--- src/rtl/serial_clock_sequencer.sv ---
module serial_clock_sequencer #(
  parameter int WORD_W      = 16,
  parameter int NWORDS      = 8,
  parameter int SLICES      = 9,
  parameter int DUR_W       = 10,
  parameter int REP_W       = 6,
  parameter int PAT_W       = 3,
  parameter int ITER_W      = 8,
  parameter int BOOT_CYC    = 2,
  parameter int ITER_OH_CYC = 5
) (
  input  logic                     clk,
  input  logic                     rst_n,
  input  logic                     start,
  input  logic [ITER_W-1:0]        iter_count,
  input  logic [WORD_W*NWORDS-1:0] prog,
  output logic [PAT_W-1:0]         sclk,
  output logic                     busy,
  output logic                     done
);
  localparam int PROG_W  = WORD_W * NWORDS;
  localparam int REP_LSB = SLICES * DUR_W;
  localparam int PAT_LSB = REP_LSB + REP_W;
  localparam int USED_W  = PAT_LSB + SLICES * PAT_W;
  localparam int IDX_W   = $clog2(SLICES);
  localparam int CNT_W   = DUR_W;

  typedef enum logic [1:0] {S_IDLE, S_BOOT, S_GAP, S_PLAY} phase_t;

  phase_t             phase;
  logic [USED_W-1:0]  prog_q;
  logic [ITER_W-1:0]  iter_left;
  logic [REP_W-1:0]   rep_left;
  logic [IDX_W-1:0]   sidx;
  logic [CNT_W-1:0]   cnt;
  logic               done_q;
  logic               unused_bits;

  assign unused_bits = ^prog[PROG_W-1:USED_W];

  logic [CNT_W-1:0] dur_first, dur_next;
  logic [PAT_W-1:0] pat_now;
  assign dur_first = prog_q[DUR_W-1:0];
  assign dur_next  = prog_q[(int'(sidx) + 1) * DUR_W +: DUR_W];
  assign pat_now   = prog_q[PAT_LSB + int'(sidx) * PAT_W +: PAT_W];

  assign sclk = (phase == S_PLAY) ? pat_now : '0;
  assign busy = (phase != S_IDLE);
  assign done = done_q;

  always_ff @(posedge clk) begin
    if (!rst_n) begin
      phase     <= S_IDLE;
      prog_q    <= '0;
      iter_left <= '0;
      rep_left  <= '0;
      sidx      <= '0;
      cnt       <= '0;
      done_q    <= 1'b0;
    end else begin
      done_q <= 1'b0;
      if (phase == S_IDLE) begin
        if (start) begin
          prog_q    <= prog[USED_W-1:0];
          iter_left <= iter_count;
          cnt       <= CNT_W'(BOOT_CYC - 1);
          phase     <= S_BOOT;
        end
      end else if (cnt != '0) begin
        cnt <= cnt - 1'b1;
      end else begin
        case (phase)
          S_BOOT: begin
            if (iter_left == '0) begin
              phase  <= S_IDLE;
              done_q <= 1'b1;
            end else begin
              phase <= S_GAP;
              cnt   <= CNT_W'(ITER_OH_CYC - 1);
            end
          end
          S_GAP: begin
            phase    <= S_PLAY;
            sidx     <= '0;
            rep_left <= prog_q[REP_LSB +: REP_W];
            cnt      <= dur_first;
          end
          default: begin
            if (sidx != IDX_W'(SLICES - 1)) begin
              sidx <= sidx + 1'b1;
              cnt  <= dur_next;
            end else if (rep_left != '0) begin
              rep_left <= rep_left - 1'b1;
              sidx     <= '0;
              cnt      <= dur_first;
            end else if (iter_left == ITER_W'(1)) begin
              phase  <= S_IDLE;
              done_q <= 1'b1;
            end else begin
              iter_left <= iter_left - 1'b1;
              phase     <= S_GAP;
              cnt       <= CNT_W'(ITER_OH_CYC - 1);
            end
          end
        endcase
      end
    end
  end

  p_idle_quiet_r1: assert property (@(posedge clk) disable iff (!rst_n)
    !busy |-> (sclk == '0 && !(done && $past(done))));

  p_launch_r2: assert property (@(posedge clk) disable iff (!rst_n)
    (start && !busy) |=> busy);

  p_boot_quiet_r3: assert property (@(posedge clk) disable iff (!rst_n)
    $rose(busy) |-> (sclk == '0 && phase == S_BOOT));

  p_gap_to_first_slice_r4: assert property (@(posedge clk) disable iff (!rst_n)
    (phase == S_PLAY && $past(phase) == S_GAP) |-> (sidx == '0 && $past(cnt) == '0));

  p_rep_bounded_r7: assert property (@(posedge clk) disable iff (!rst_n)
    (phase == S_PLAY) |-> (rep_left <= prog_q[REP_LSB +: REP_W]));

  p_done_after_run_r9: assert property (@(posedge clk) disable iff (!rst_n)
    done |-> (!busy && $past(busy)));

  p_busy_start_ignored_r10: assert property (@(posedge clk) disable iff (!rst_n)
    (start && phase == S_PLAY) |=> (phase != S_BOOT));
endmodule

--- config.mk ---
export PLATFORM = sky130hd
export DESIGN_NAME = serial_clock_sequencer
export DESIGN_NICKNAME = d
export VERILOG_FILES = /design/src/rtl/serial_clock_sequencer.sv
export SDC_FILE = /design/constraint.sdc
export NUM_CORES = 1
export LEC_CHECK = 0
export BUFFER_PORTS_ARGS = -buffer_cell sky130_fd_sc_hd__buf_2
export CORE_ASPECT_RATIO = 0.7
export CORE_MARGIN = 3
export CORE_UTILIZATION = 28
export DETAILED_ROUTE_END_ITERATION = 10
export PLACE_DENSITY = 0.58
export SKIP_CTS_REPAIR_TIMING = 1
export SYNTH_ARGS = -nofsm -noshare
export SYNTH_HDL_FRONTEND = slang
export SYNTH_SLANG_ARGS = --single-unit
--- constraint.sdc ---
create_clock -name clk -period 7.5 [get_ports clk]
set_clock_uncertainty 0.2 [all_clocks]
set_input_delay 1.125 -clock clk [delete_from_list [all_inputs] [get_ports clk]]
set_output_delay 1.125 -clock clk [all_outputs]
set_load 0.005 [all_outputs]
==> results of run 1 <==
[placed cells by master, fill, tap and decap left out, types with 5 or more instances in the layout]
master and n:
nand2_1 276, a21oi_1 152, dfxtp_1 152, buf_2 138
nor2_1 36, mux4_2 28, o21ai_0 23, clkbuf_16 17
nor3_1 16, o21ai_1 14, inv_1 13, mux2i_1 13
ha_1 10, nand3_1 9, mux2_2 8, buf_4 8
nor4_1 7, nor2b_1 6, a21o_1 5, a211oi_1 5
a221oi_1 5, and3_1 5, inv_6 5
[per-layer routing]
layer	wire [um]	vias up	track usage, %
met1	12300	3270	26.1
met4	185	2	3.30
met2	9310	230	21.9
li1	-	3446	-
met3	1980	17	4.72
met5	13	-	0
[worst min-delay path, cell delays in order (launching register included)]
cell and delay, ns:
dfxtp_1 0.31, nand2_1 0.05, a21oi_1 0.05
[cell families (layout without fill, tap and decap cells)]
| group | count (synthesis) | after routing | share of synthesized area (%) |
|---|---|---|---|
| buf+inv | 85 | 194 | 4.52 |
| simple gates | 388 | 388 | 21.9 |
| xor+xnor | 4 | 4 | 0.467 |
| flops | 154 | 154 | 41.1 |
| mux | 49 | 49 | 11.3 |
| compound gates | 244 | 244 | 19.0 |
| fa+ha+maj | 10 | 10 | 1.67 |
[through the flow]
step           hold WS (ns)  instance area, um2
2_1_floorplan         0.233                7510
4_1_cts               0.255                9020
3_3_place_gp          0.241                8440
3_5_place_dp          0.245                8440
5_1_grt               0.270                9020
6_report              0.253                9020
[flip-flops by register name (all words and copies together), names as in the netlist]
| register | flops |
|---|---|
| iter_left | 8 |
| rep_left | 6 |
| done | 1 |
| prog_q | 123 |
| sidx | 4 |
| cnt | 10 |
| phase | 2 |
[power by group through the flow]
stage                     logic [mW]  clock network (mW)  registers (mW)
after floorplan                0.641                   0           0.969
after global placement         0.838                   0           0.994
after detailed placement       0.846                   0           0.998
after CTS                      0.851               0.869           0.980
after global routing           0.953               0.911           0.992
final                          0.850               0.848           0.983
[final timing paths]
check                   from           end
setup / recovery     sidx[0]       sclk[2]
setup reg to reg     sidx[1]  iter_left[0]
hold / removal    prog_q[55]    prog_q[55]
hold reg to reg   prog_q[55]    prog_q[55]
[layout make-up]
class	count	area, um2	share of cell area [%]
Clock buffer	17	425	4.72
Clock inverter	15	151	1.68
Inverter	16	62.6	0.694
Multi-Input combinational cell	695	4100	45.4
Sequential cell	154	3090	34.2
Tap cell	357	447	4.95
Timing Repair Buffer	146	751	8.32
==> run metrics, run 1 <==
asr flop ratio synth=0%; Hold WC Path Type=flop to flop; Bufs on Longest Clock Path=2; CP delay by family, top=multiplexers; vias in the first global route=6,446; max_cap viols=0; layout cell share with drive strength beyond 1=22.1%; via count=6,965; Antenna diodes=0; worst reg2reg path depth=9; Primary FF master, synth=dfxtp_1; count leader, synth=nand2_1; Final Util=34.6%; width of the chip=202 um; Clk Latency, worst-skew pair=0.44 ns; Syn-to-layout area delta=20.1%; CP max stage cell=mux4_2; Yosys top cell area share=41.1%; post-synth net total=1,083; die area=28,900 um2; Final setup viols=0; combinational share of power=31.7%; Cells on Worst Hold Path=2; Port-buffer cells=138; Critical Path Stages=6; Final Critical Period=3.72 ns; synth unique cells=64; Clock power frac=31.6%; EDFF count, synth=0; pin count of the biggest net entering global routing=95; die height=143 um; top cells by count, synth=nand2_1 (277), dfxtp_1 (154), a21oi_1 (152); Routed Antenna Nets=0; I/O pin count=144; Post-Route WL=23,800 um; nets=1,179; max incr delay on CP=0.59 ns; initial antenna violation count=1; Mapped Cells=934; Net Sw Frac=37.5%; clock buffer count from CTS=17; placed cells=1,368; Tot GR Track Use=16.5%; arrival time worst endpoint=2.40 ns; status=completed; CTS tree=yes; Worst IR Drop VDD=0.171 mV; Crit path required time=6.17 ns; final hold vios=0; Syn Area/Cell=8.04 um2; Final WS setup=3.78 ns; Tightest Pin Transition=1.01 ns; FMAX=269 MHz; Synth area leader=dfxtp_1; routed len/inst=17.0 um; fin. max-slew vios=0; DRC Markers=0; First DRT Iteration DRCs=512; Leak=3.51 nW; Int Pwr=1.68 mW; RSZ-0062 raised after global routing=no; first-pass GRT wire length=36,900 um; Area contributors post-synth=dfxtp_1 (41%), nand2_1 (14%), a21oi_1 (10%), mux4_2 (8.4%), clkbuf_1 (2.6%); GR Overflow Total=0; critical path class=flop to primary output; Rel. slew slack=32.4%; critical path capture point type=primary output; yosys warns=0; Fillers=2,782; Root Buffer=clkbuf_16; final cell count without fillers=1,400; sw power=1.01 mW; core box area=26,100 um2; pre-CTS setup slack=3.84 ns; Yosys reg bits=154; Sink Count=154; synthesized cell area=7510 um2; routed vias/inst=4.98; crit-path cells=buf_4, mux4_2, mux2i_1, o21ai_0, and2_1, buf_2; sequential fraction of the synthesis area=41.1%; GPL Wtd Cong=0.878; Fin Setup TNS=0 ns; std cell rows=49; largest fanout on the critical path=30; Reg power frac=36.7%; Cell Pwr Density=297 nW/um2; hpwl dp=17,200 um; H-tree levels=4; Reg clk slew, reported paths=0.07 ns; DR pass1 iterations=5; reg-to-reg setup timing slack=3.81 ns; Final period util=49.6%; CP Launch Type=flop; WP buf/inv=2; effective utilization at floorplan=28.8%; Pwr Total=2.68 mW
Power figures use the tool's default switching activity.
==> run 2: changes to the inputs <==
--- a/config.mk
+++ b/config.mk
@@ -10,7 +10,7 @@
 export CORE_MARGIN = 3
 export CORE_UTILIZATION = 28
 export DETAILED_ROUTE_END_ITERATION = 10
-export PLACE_DENSITY = 0.58
+export PLACE_DENSITY = 0.6
 export SKIP_CTS_REPAIR_TIMING = 1
 export SYNTH_ARGS = -nofsm -noshare
 export SYNTH_HDL_FRONTEND = slang
==> constraint.sdc (replaced) <==
create_clock -name clk -period 3.1 [get_ports clk]
set_clock_uncertainty 0.2 [all_clocks]
set_input_delay 0.465 -clock clk [delete_from_list [all_inputs] [get_ports clk]]
set_output_delay 0.465 -clock clk [all_outputs]
set_load 0.005 [all_outputs]
==> run 2 against run 1 <==
Via count rose by 1.1%. Worst hold slack worse by 0.20 ns. Flip-flop and latch count unchanged. Sequential power rose by 140%. First-iteration DRC count grew 21%. Die area did not move. Utilization rose by 0.80 points. Power grew to 2.5 times the previous value. Final area increased by 2.3%.
==> run metrics, run 2 (synthesized netlist as in run 1, its figures left out) <==
DR pass1 iterations=8 (+3); DRC Markers=0 (unchanged); Reg clk slew, reported paths=0.07 ns (about the same); arrival time worst endpoint=3.10 ns (+0.70 ns); combinational share of power=32.8% (+1.1 points); biggest regs=prog_q x123, cnt x10, iter_left x8; Tightest Pin Transition=0.769 ns (-0.246 ns); Root Buffer=clkbuf_16; GR met3 Demand/Resource=4.83% (+0.11 points); Final period util=94.7%; routed vias/inst=4.98 (+0.15%); Top reg by flops=prog_q; met2 Usage GRT=21.8% (-0.072 points); clock buffer count from CTS=17 (unchanged); H-tree levels=4 (unchanged); Antenna diodes=0 (unchanged); Clk Latency, worst-skew pair=0.44 ns (about the same); Rel. slew slack=48.7% (+16 points); area of placed instances=8620 um2 (+2.0%); CP Launch Type=flop; hpwl dp=17,100 um (-0.75%); max FFs per register=123 (unchanged); pin count of the biggest net entering global routing=138 (+45%); GR Overflow Total=0 (unchanged); core box area=26,100 um2 (unchanged); status=completed; worst reg2reg path depth=7 (-2); RSZ-0062 raised after global routing=no; nets=1,192 (+1.1%); vias in the first global route=6,503 (+0.88%); Cell Pwr Density=736 nW/um2 (+150%); routed len/inst=17.0 um (+0.30%); Clock power frac=32.1% (+0.5 points); met1 usage=26.1% (-0.036 points); Final Critical Period=2.94 ns; critical path class=flop to flop; die area=28,900 um2 (unchanged); Crit path required time=3.26 ns (-2.91 ns); Reg power frac=35.1% (-1.6 points); critical path capture point type=flop; Syn-to-layout area delta=22.9%; CP max stage cell=or4_1; final hold vios=0 (unchanged); CTS tree=yes; Critical Path Stages=7 (+1); Leak=3.62 nW (+3.0%); Bufs on Longest Clock Path=2 (unchanged); width of the chip=202 um (unchanged); max incr delay on CP=0.60 ns (about the same); fin. max-slew vios=0 (unchanged); Port-buffer cells=138 (unchanged); FMAX=341 MHz; die height=143 um (unchanged); Routed Antenna Nets=0 (unchanged); CP delay by family, top=simple AND/OR/NAND/NOR gates; Final setup viols=0 (unchanged); initial antenna violation count=2 (+1); GPL Wtd Cong=0.866 (-1.3%); Sink Count=154 (unchanged); largest fanout on the critical path=12 (-60%); Tot GR Track Use=16.7% (+0.11 points); layout cell share with drive strength beyond 1=23.1% (+0.96 points); most frequent cells in the layout=nand2_1 (276), a21oi_1 (152), dfxtp_1 (152); I/O pin count=144 (unchanged); Post-Route WL=24,100 um (+1.2%); via count=7,040 (+1.1%); Fin Setup TNS=0 ns (unchanged); WP buf/inv=1 (-1); effective utilization at floorplan=28.8% (unchanged); design area=9230 um2 (+2.3%); reg-to-reg setup timing slack=0.16 ns (-3.65 ns); Worst IR Drop VDD=0.362 mV (+110%); Net Sw Frac=35.9% (-1.6 points); sw power=2.44 mW (+140%); Int Pwr=4.35 mW (+160%); std cell rows=49 (unchanged); crit-path cells=inv_1, ha_1, or3b_2, or4_1, a2111o_1, or2_0, a21oi_1; most common cell after layout, fill and taps aside=nand2_1; gr busiest metal=met1; Hold WC Path Type=input port to flop; Cells on Worst Hold Path=3 (+1); max_cap viols=0 (unchanged); First DRT Iteration DRCs=619 (+21%); Final Util=35.4% (+0.80 points); first-pass GRT wire length=37,200 um (+0.64%); hold_ws=0.0512 ns (-0.201 ns)
==> run 2: metal layers <==
metal	vias up	share of wire, %
met2	251	39
met1	3286	52
met3	21	8.0
li1	3480	-
met4	2	0.87
met5	-	0.046
==> run 2: stage by stage <==
step | setup WS [ns] | total power, mW | instances
detailed placement | 0.144 | 4.61 | 1381
global placement | 0.159 | 4.58 | 1381
global route | 0.0152 | 7.18 | 1413
CTS | 0.123 | 6.81 | 1413
floorplan | 0.0111 | 3.89 | 934
finish | 0.164 | 6.79 | 1413
==> run 2: power groups by stage <==
stage               registers, mW  logic (mW)  clock network (mW)
floorplan                    2.34        1.55                   0
finish                       2.38        2.23                2.18
detailed placement           2.42        2.19                   0
CTS                          2.38        2.21                2.23
global placement             2.41        2.17                   0
global route                 2.41        2.46                2.32
==> run 2: tightest hold or removal path: stages <==
cell,delay [ns]
buf_2,0.09
nand2_1,0.04
a21oi_1,0.05
==> run 2: worst paths after layout <==
check / from / to
max: cnt[1] / rep_left[4]
min: prog[25] / prog_q[25]
min reg2reg: prog_q[50] / prog_q[50]
max reg2reg: cnt[1] / rep_left[4]
==> run 2: cell type report <==
class                      instances  area [um2]
clock buffer                      19         453
fill                            2767       16800
inverter                          16        62.6
multi-input combinational        695        4110
sequential                       154        3090
clock inverter                    13         151
tap                              357         447
timing repair buffer             159         923
